[src/rtl/store_drain_queue.sv]
module store_drain_queue #(
  parameter int SLOTS = 8,
  parameter int SEQW  = 16,
  parameter int ADDRW = 32,
  parameter int BYTES = 16,
  parameter int PORTS = 2
) (
  input  logic                                 clk,
  input  logic                                 rst_n,
  input  logic                                 alloc_valid,
  input  logic [SEQW-1:0]                      alloc_seq,
  output logic [$clog2(SLOTS)-1:0]             alloc_idx,
  output logic                                 full,
  output logic                                 empty,
  output logic [$clog2(SLOTS+1)-1:0]           count,
  input  logic                                 fill_valid,
  input  logic [$clog2(SLOTS)-1:0]             fill_idx,
  input  logic [ADDRW-1:0]                     fill_addr,
  input  logic [$clog2(BYTES+1)-1:0]           fill_size,
  input  logic [8*BYTES-1:0]                   fill_data,
  input  logic                                 fill_zero,
  input  logic                                 fill_split,
  input  logic                                 commit_valid,
  input  logic [SEQW-1:0]                      commit_seq,
  input  logic                                 squash_valid,
  input  logic [SEQW-1:0]                      squash_seq,
  output logic [PORTS-1:0]                     req_valid,
  input  logic [PORTS-1:0]                     req_ready,
  output logic [PORTS*ADDRW-1:0]               req_addr,
  output logic [PORTS*$clog2(BYTES+1)-1:0]     req_size,
  output logic [PORTS*8*BYTES-1:0]             req_data,
  output logic [PORTS-1:0]                     req_zero,
  output logic [PORTS-1:0]                     req_split,
  input  logic                                 retry,
  input  logic [PORTS-1:0]                     done,
  output logic                                 blocked
);
  localparam int IW  = $clog2(SLOTS);
  localparam int CW  = $clog2(SLOTS+1);
  localparam int SW  = $clog2(BYTES+1);
  localparam int DW  = 8*BYTES;
  localparam int LIM = SLOTS-1;

  logic [SLOTS-1:0] vld_q, cwb_q, cmt_q, zero_q, split_q;
  logic [SEQW-1:0]  seq_q  [SLOTS];
  logic [ADDRW-1:0] addr_q [SLOTS];
  logic [SW-1:0]    size_q [SLOTS];
  logic [DW-1:0]    data_q [SLOTS];
  logic [IW-1:0]    head_q, wb_q, tail_q;
  logic [CW-1:0]    cnt_q, fly_q;
  logic             blk_q;

  function automatic logic [IW-1:0] step(input logic [IW-1:0] i, input int n);
    int s;
    s = (int'(i) + n) % SLOTS;
    if (s < 0) s += SLOTS;
    return IW'(s);
  endfunction

  assign full      = cnt_q >= CW'(LIM);
  assign empty     = cnt_q == '0;
  assign count     = cnt_q;
  assign alloc_idx = tail_q;
  assign blocked   = blk_q;

  logic alloc_ok;
  assign alloc_ok = alloc_valid && !squash_valid && !full;

  logic [CW-1:0] unsent;
  assign unsent = cnt_q - fly_q;

  logic [IW-1:0] lane_idx [PORTS];

  always_comb begin
    int  used;
    logic run;
    used = 0;
    run  = !blk_q;
    for (int k = 0; k < PORTS; k++) begin
      lane_idx[k] = step(wb_q, k);
      req_valid[k] = run && (used < PORTS) && (k < int'(unsent)) &&
                     cwb_q[lane_idx[k]] && cmt_q[lane_idx[k]];
      if (req_valid[k]) used++;
      else run = 1'b0;
      req_addr[k*ADDRW +: ADDRW] = addr_q[lane_idx[k]];
      req_size[k*SW +: SW]       = size_q[lane_idx[k]];
      req_data[k*DW +: DW]       = zero_q[lane_idx[k]] ? '0 : data_q[lane_idx[k]];
      req_zero[k]                = zero_q[lane_idx[k]];
      req_split[k]               = split_q[lane_idx[k]];
    end
  end

  logic [CW-1:0] acc_n;
  logic          refused;

  always_comb begin
    logic go;
    acc_n   = '0;
    refused = 1'b0;
    go      = 1'b1;
    for (int k = 0; k < PORTS; k++) begin
      if (req_valid[k] && go) begin
        if (req_ready[k]) acc_n = acc_n + CW'(1);
        else begin
          refused = 1'b1;
          go      = 1'b0;
        end
      end
    end
  end

  logic [CW-1:0]    fr_n;
  logic [SLOTS-1:0] free_mask;

  always_comb begin
    int d;
    d = $countones(done);
    fr_n = (d > int'(fly_q)) ? fly_q : CW'(d);
    free_mask = '0;
    for (int k = 0; k < PORTS; k++)
      if (k < int'(fr_n)) free_mask[step(head_q, k)] = 1'b1;
  end

  logic [CW-1:0]    sq_n;
  logic [SLOTS-1:0] sq_mask;

  always_comb begin
    sq_mask = '0;
    sq_n    = '0;
    for (int s = 0; s < SLOTS; s++) begin
      if (squash_valid && vld_q[s] && !cmt_q[s] && seq_q[s] > squash_seq) begin
        sq_mask[s] = 1'b1;
        sq_n       = sq_n + CW'(1);
      end
    end
  end

  always_ff @(posedge clk or negedge rst_n) begin
    if (!rst_n) begin
      vld_q   <= '0;
      cwb_q   <= '0;
      cmt_q   <= '0;
      zero_q  <= '0;
      split_q <= '0;
      head_q  <= '0;
      wb_q    <= '0;
      tail_q  <= '0;
      cnt_q   <= '0;
      fly_q   <= '0;
      blk_q   <= 1'b0;
    end else begin
      for (int s = 0; s < SLOTS; s++) begin
        if (free_mask[s] || sq_mask[s]) begin
          vld_q[s] <= 1'b0;
        end else if (alloc_ok && tail_q == IW'(s)) begin
          vld_q[s]   <= 1'b1;
          cwb_q[s]   <= 1'b0;
          cmt_q[s]   <= 1'b0;
          zero_q[s]  <= 1'b0;
          split_q[s] <= 1'b0;
        end else if (vld_q[s]) begin
          if (fill_valid && fill_idx == IW'(s)) begin
            cwb_q[s]   <= 1'b1;
            zero_q[s]  <= fill_zero;
            split_q[s] <= fill_split;
          end
          if (commit_valid && seq_q[s] < commit_seq) cmt_q[s] <= 1'b1;
        end
      end
      if (squash_valid)  tail_q <= step(tail_q, -int'(sq_n));
      else if (alloc_ok) tail_q <= step(tail_q, 1);
      wb_q   <= step(wb_q, int'(acc_n));
      head_q <= step(head_q, int'(fr_n));
      fly_q  <= fly_q + acc_n - fr_n;
      cnt_q  <= cnt_q + CW'(alloc_ok) - fr_n - sq_n;
      if (refused)    blk_q <= 1'b1;
      else if (retry) blk_q <= 1'b0;
    end
  end

  always_ff @(posedge clk) begin
    for (int s = 0; s < SLOTS; s++) begin
      if (alloc_ok && tail_q == IW'(s)) seq_q[s] <= alloc_seq;
      if (fill_valid && fill_idx == IW'(s) && vld_q[s]) begin
        addr_q[s] <= fill_addr;
        size_q[s] <= fill_size;
        data_q[s] <= fill_data;
      end
    end
  end
endmodule

[config.mk]
export PLATFORM = sky130hd
export DESIGN_NAME = store_drain_queue
export DESIGN_NICKNAME = d
export VERILOG_FILES = /design/src/rtl/store_drain_queue.sv
export SDC_FILE = /design/constraint.sdc
export NUM_CORES = 2
export LEC_CHECK = 0
export BUFFER_PORTS_ARGS = -buffer_cell sky130_fd_sc_hd__buf_2
export CAP_MARGIN = 40
export CORE_ASPECT_RATIO = 1.75
export CORE_MARGIN = 5
export CORE_UTILIZATION = 30
export DETAILED_ROUTE_END_ITERATION = 8
export GPL_TIMING_DRIVEN = 0
export SETUP_SLACK_MARGIN = 0.4
export SYNTH_ARGS = -nofsm -noshare
export SYNTH_HDL_FRONTEND = slang
export SYNTH_SLANG_ARGS = --single-unit
[constraint.sdc]
create_clock -name clk -period 14 [get_ports clk]
set_clock_uncertainty 0.05 [all_clocks]
set_input_delay 2.1 -clock clk [delete_from_list [all_inputs] [get_ports clk]]
set_output_delay 2.1 -clock clk [all_outputs]
set_load 0.005 [all_outputs]
==> impl_metrics.env <==
export IMPL_status="finished clean"
export IMPL_cts_buffer_depth=4
export IMPL_grt_most_used_layer="met2"
export IMPL_worstSkewPairLatency_ns=0.83
export IMPL_synthFlopType="edfxtp_1"
export IMPL_rows=240
export IMPL_syn2layout_area_growth_pct=20.1
export IMPL_crit_path_end="count[3]"
export IMPL_criticalPathCategory="primary input to register"
export IMPL_ant_nets=0
export IMPL_r2r_end="count[3]"
export IMPL_max_slew_margin_pct=36.2
export IMPL_mostFrequentLayoutCell="edfxtp_1"
export IMPL_final_cell_mix="edfxtp_1 (1448), mux4_2 (670), buf_2 (582)"
export IMPL_slew_viol_final=0
export IMPL_synth_fp_nets=4792
export IMPL_fillCellCount=23100
export IMPL_antenna_found_initial=72
export IMPL_seq_area_um2=44900
export IMPL_cellLeakagePower_nw=30.7
export IMPL_timing_final_hold_violations=0
export IMPL_fin_crit_sh_pct=70.6
export IMPL_critical_path_slowest_cell="fa_1"
export IMPL_multi_input_area_um2=27200
export IMPL_rr_worst_depth=33
export IMPL_numClockSinks=1506
export IMPL_r2r_slack_ns=5.47
export IMPL_cts_resized=0
export IMPL_yosysWarnings=0
export IMPL_grt_use_met2_pct=33.3
export IMPL_grt_ovfl_total=0
export IMPL_first_pass_iters=5
export IMPL_rr_startpoint="seq_q[0][30]"
export IMPL_maxCapViolCount=0
export IMPL_drive_above_1_share_pct=32.9
export IMPL_syn_inst=4269
export IMPL_holdBufCountCts=0
export IMPL_drt_wl_total_um=261000
export IMPL_via_per_inst=5.29
export IMPL_cpPeakStageDelay_ns=0.44
export IMPL_cts_tree="built"
export IMPL_startpoint_type="primary input"
export IMPL_postCtsSetupRepairBufs=0
export IMPL_core_area_um2=244000
export IMPL_dp_hpwl_um=190000
export IMPL_async_flop_share_pct=3.85
export IMPL_grt_max_degree=73
export IMPL_portBuffers=574
export IMPL_holdPathStages=1
export IMPL_die_area_um2=255000
export IMPL_finalSetupTns_ns=0
export IMPL_worstMarginPinSlew_ns=0.958
export IMPL_ys_types=79
export IMPL_fmax_ghz=0.101
export IMPL_grtUsageMet3_pct=5.38
export IMPL_nNetsFinal=5693
export IMPL_gp_congestion=0.917
export IMPL_grt_pass1_wl_um=364000
export IMPL_dr_total_vias=45400
export IMPL_cts_buffers=157
export IMPL_crit_arrival_ns=10.54
export IMPL_drt_iter0_drc=3618
export IMPL_syn_area_um2=73400
export IMPL_start_util_pct=30.1
export IMPL_setup_viol=0
export IMPL_ios=575
export IMPL_required_ns=14.66
export IMPL_critPathCaptureType="register"
export IMPL_ys_seq_area_share_pct=61.2
export IMPL_p_per_area_nw_per_um2=163
export IMPL_root_buffer="clkbuf_16"
export IMPL_cts_htree_levels=4
export IMPL_fin_util_pct=36.2
export IMPL_synth_seq_cells=1506
export IMPL_critPathMaxFanout=8
export IMPL_die_width_um=384
export IMPL_avgSynthCellArea_um2=17.2
export IMPL_grt_util_met1_pct=24.4
export IMPL_hold_path_class="register to register"
export IMPL_rsz0062_at_grt="false"
export IMPL_grt_pass1_vias=48100
export IMPL_track_usage_pct=20.0
export IMPL_ir_worst_vdd_mv=0.134
export IMPL_layout_min_cycle_time_ns=9.89
export IMPL_startpoint="squash_seq[2]"
export IMPL_drc=0
export IMPL_synth_edf_count=1448
export IMPL_die_h_um=665
export IMPL_path_clk_slew_ns=0.06
export IMPL_post_drt_wl_per_cell_um=30.4
## report_power, final
group / leakage, nW / internal (W) / switching (W)
registers: 13.8 / 0.00509 / 0.000126
clock network: 2.42 / 0.00235 / 0.00181
logic: 14.5 / 0.00198 / 0.00302
## Yosys cell counts, types with 9 or more instances
master    count  area, um^2
mux4_2      670       15100
and2_1       10        62.6
and3_1       12        75.1
dfrtp_1      58        1450
edfxtp_1   1448       43500
ha_1        284        3550
nand2b_1     13        81.3
a21oi_1     201        1010
mux2_2       43         484
nor2b_1      22         138
a22o_1       10        87.6
nand3_1      28         140
nor3_1       12        60.1
mux2i_1     134        1340
fa_1         10         200
buf_1        87         327
o211ai_1      9        67.6
inv_1        96         360
nor2_1      189         709
nand2_1     458        1720
clkbuf_1    153         574
a211oi_1     15         113
nand4_1      20         125
a21o_1       61         458
o21ai_0      65         325
a31oi_1       9        56.3
xnor2_1      24         210
o21a_1       14         105
xor2_1       10        87.6
## stage by stage
stage / power (W) / cells / area [um^2] / hold slack (ns) / worst slack [ns]
5_1_grt: 0.0150 / 8557 / 88100 / 0.481 / 3.69
6_report: 0.0144 / 8587 / 88200 / 0.466 / 4.11
4_1_cts: 0.0146 / 8550 / 88100 / 0.460 / 4.25
3_3_place_gp: 0.0101 / 8110 / 80400 / 0.425 / 0.866
2_1_floorplan: 0.00776 / 4269 / 73400 / 0.414 / 4.61
3_5_place_dp: 0.0104 / 8278 / 83100 / 0.447 / 3.36
## registers in the layout, summed over array words and instances (netlist names)
name	count
wb_q	3
zero_q	8
fly_q	4
cmt_q	8
seq_q	128
split_q	8
cwb_q	8
alloc_idx	3
data_q	1024
count	4
blocked	1
vld_q	8
size_q	40
head_q	3
addr_q	256
## routing by layer
metal / routed length [um] / up-vias
met2: 126000 / 1882
met3: 21600 / 529
met4: 13400 / 42
li1: - / 19200
met1: 99400 / 23800
met5: 273 / -
## area by class of cell
cell class	instances	share of cell area (%)
Buffer	245	1.11
Antenna cell	37	0.105
Clock buffer	193	4.70
Tap cell	3267	4.64
Clock inverter	79	0.927
Inverter	96	0.426
Sequential cell	1506	51.0
Timing Repair Buffer	742	6.26
Multi-Input combinational cell	2422	30.9
## how the worst min path moves through the flow
stage	from	end	slack, ns
2_1_floorplan	cwb_q[1]	cwb_q[1]	0.41
3_3_place_gp	cwb_q[1]	cwb_q[1]	0.42
3_5_place_dp	cwb_q[1]	cwb_q[1]	0.45
4_1_cts	cwb_q[1]	cwb_q[1]	0.46
5_1_grt	cwb_q[1]	cwb_q[1]	0.48
6_report	cwb_q[1]	cwb_q[1]	0.47
## kinds of logic (layout without fill, tap and decap cells)
logic type               count (synthesis)  in the layout  synth area share, %
AO/OA/AOI/OAI                          442            442                 3.72
XOR/XNOR                                37             37                0.491
adder cells (fa/ha/maj)                294            294                 5.11
buffers and inverters                  341           1355                 1.78
flip-flops                            1506           1506                 61.2
multiplexers                           847            847                 23.0
other                                    0             37                    0
AND/OR/NAND/NOR                        802            802                 4.69
## critical path, delay by kind of cell
kind / cells / cell delay [ns]
fa+ha+maj: 9 / 2.89
compound gates: 11 / 2.17
xor+xnor: 7 / 1.12
simple gates: 6 / 1.04
buf+inv: 4 / 0.68
mux: 2 / 0.54
(Power assumes the default switching activity.)
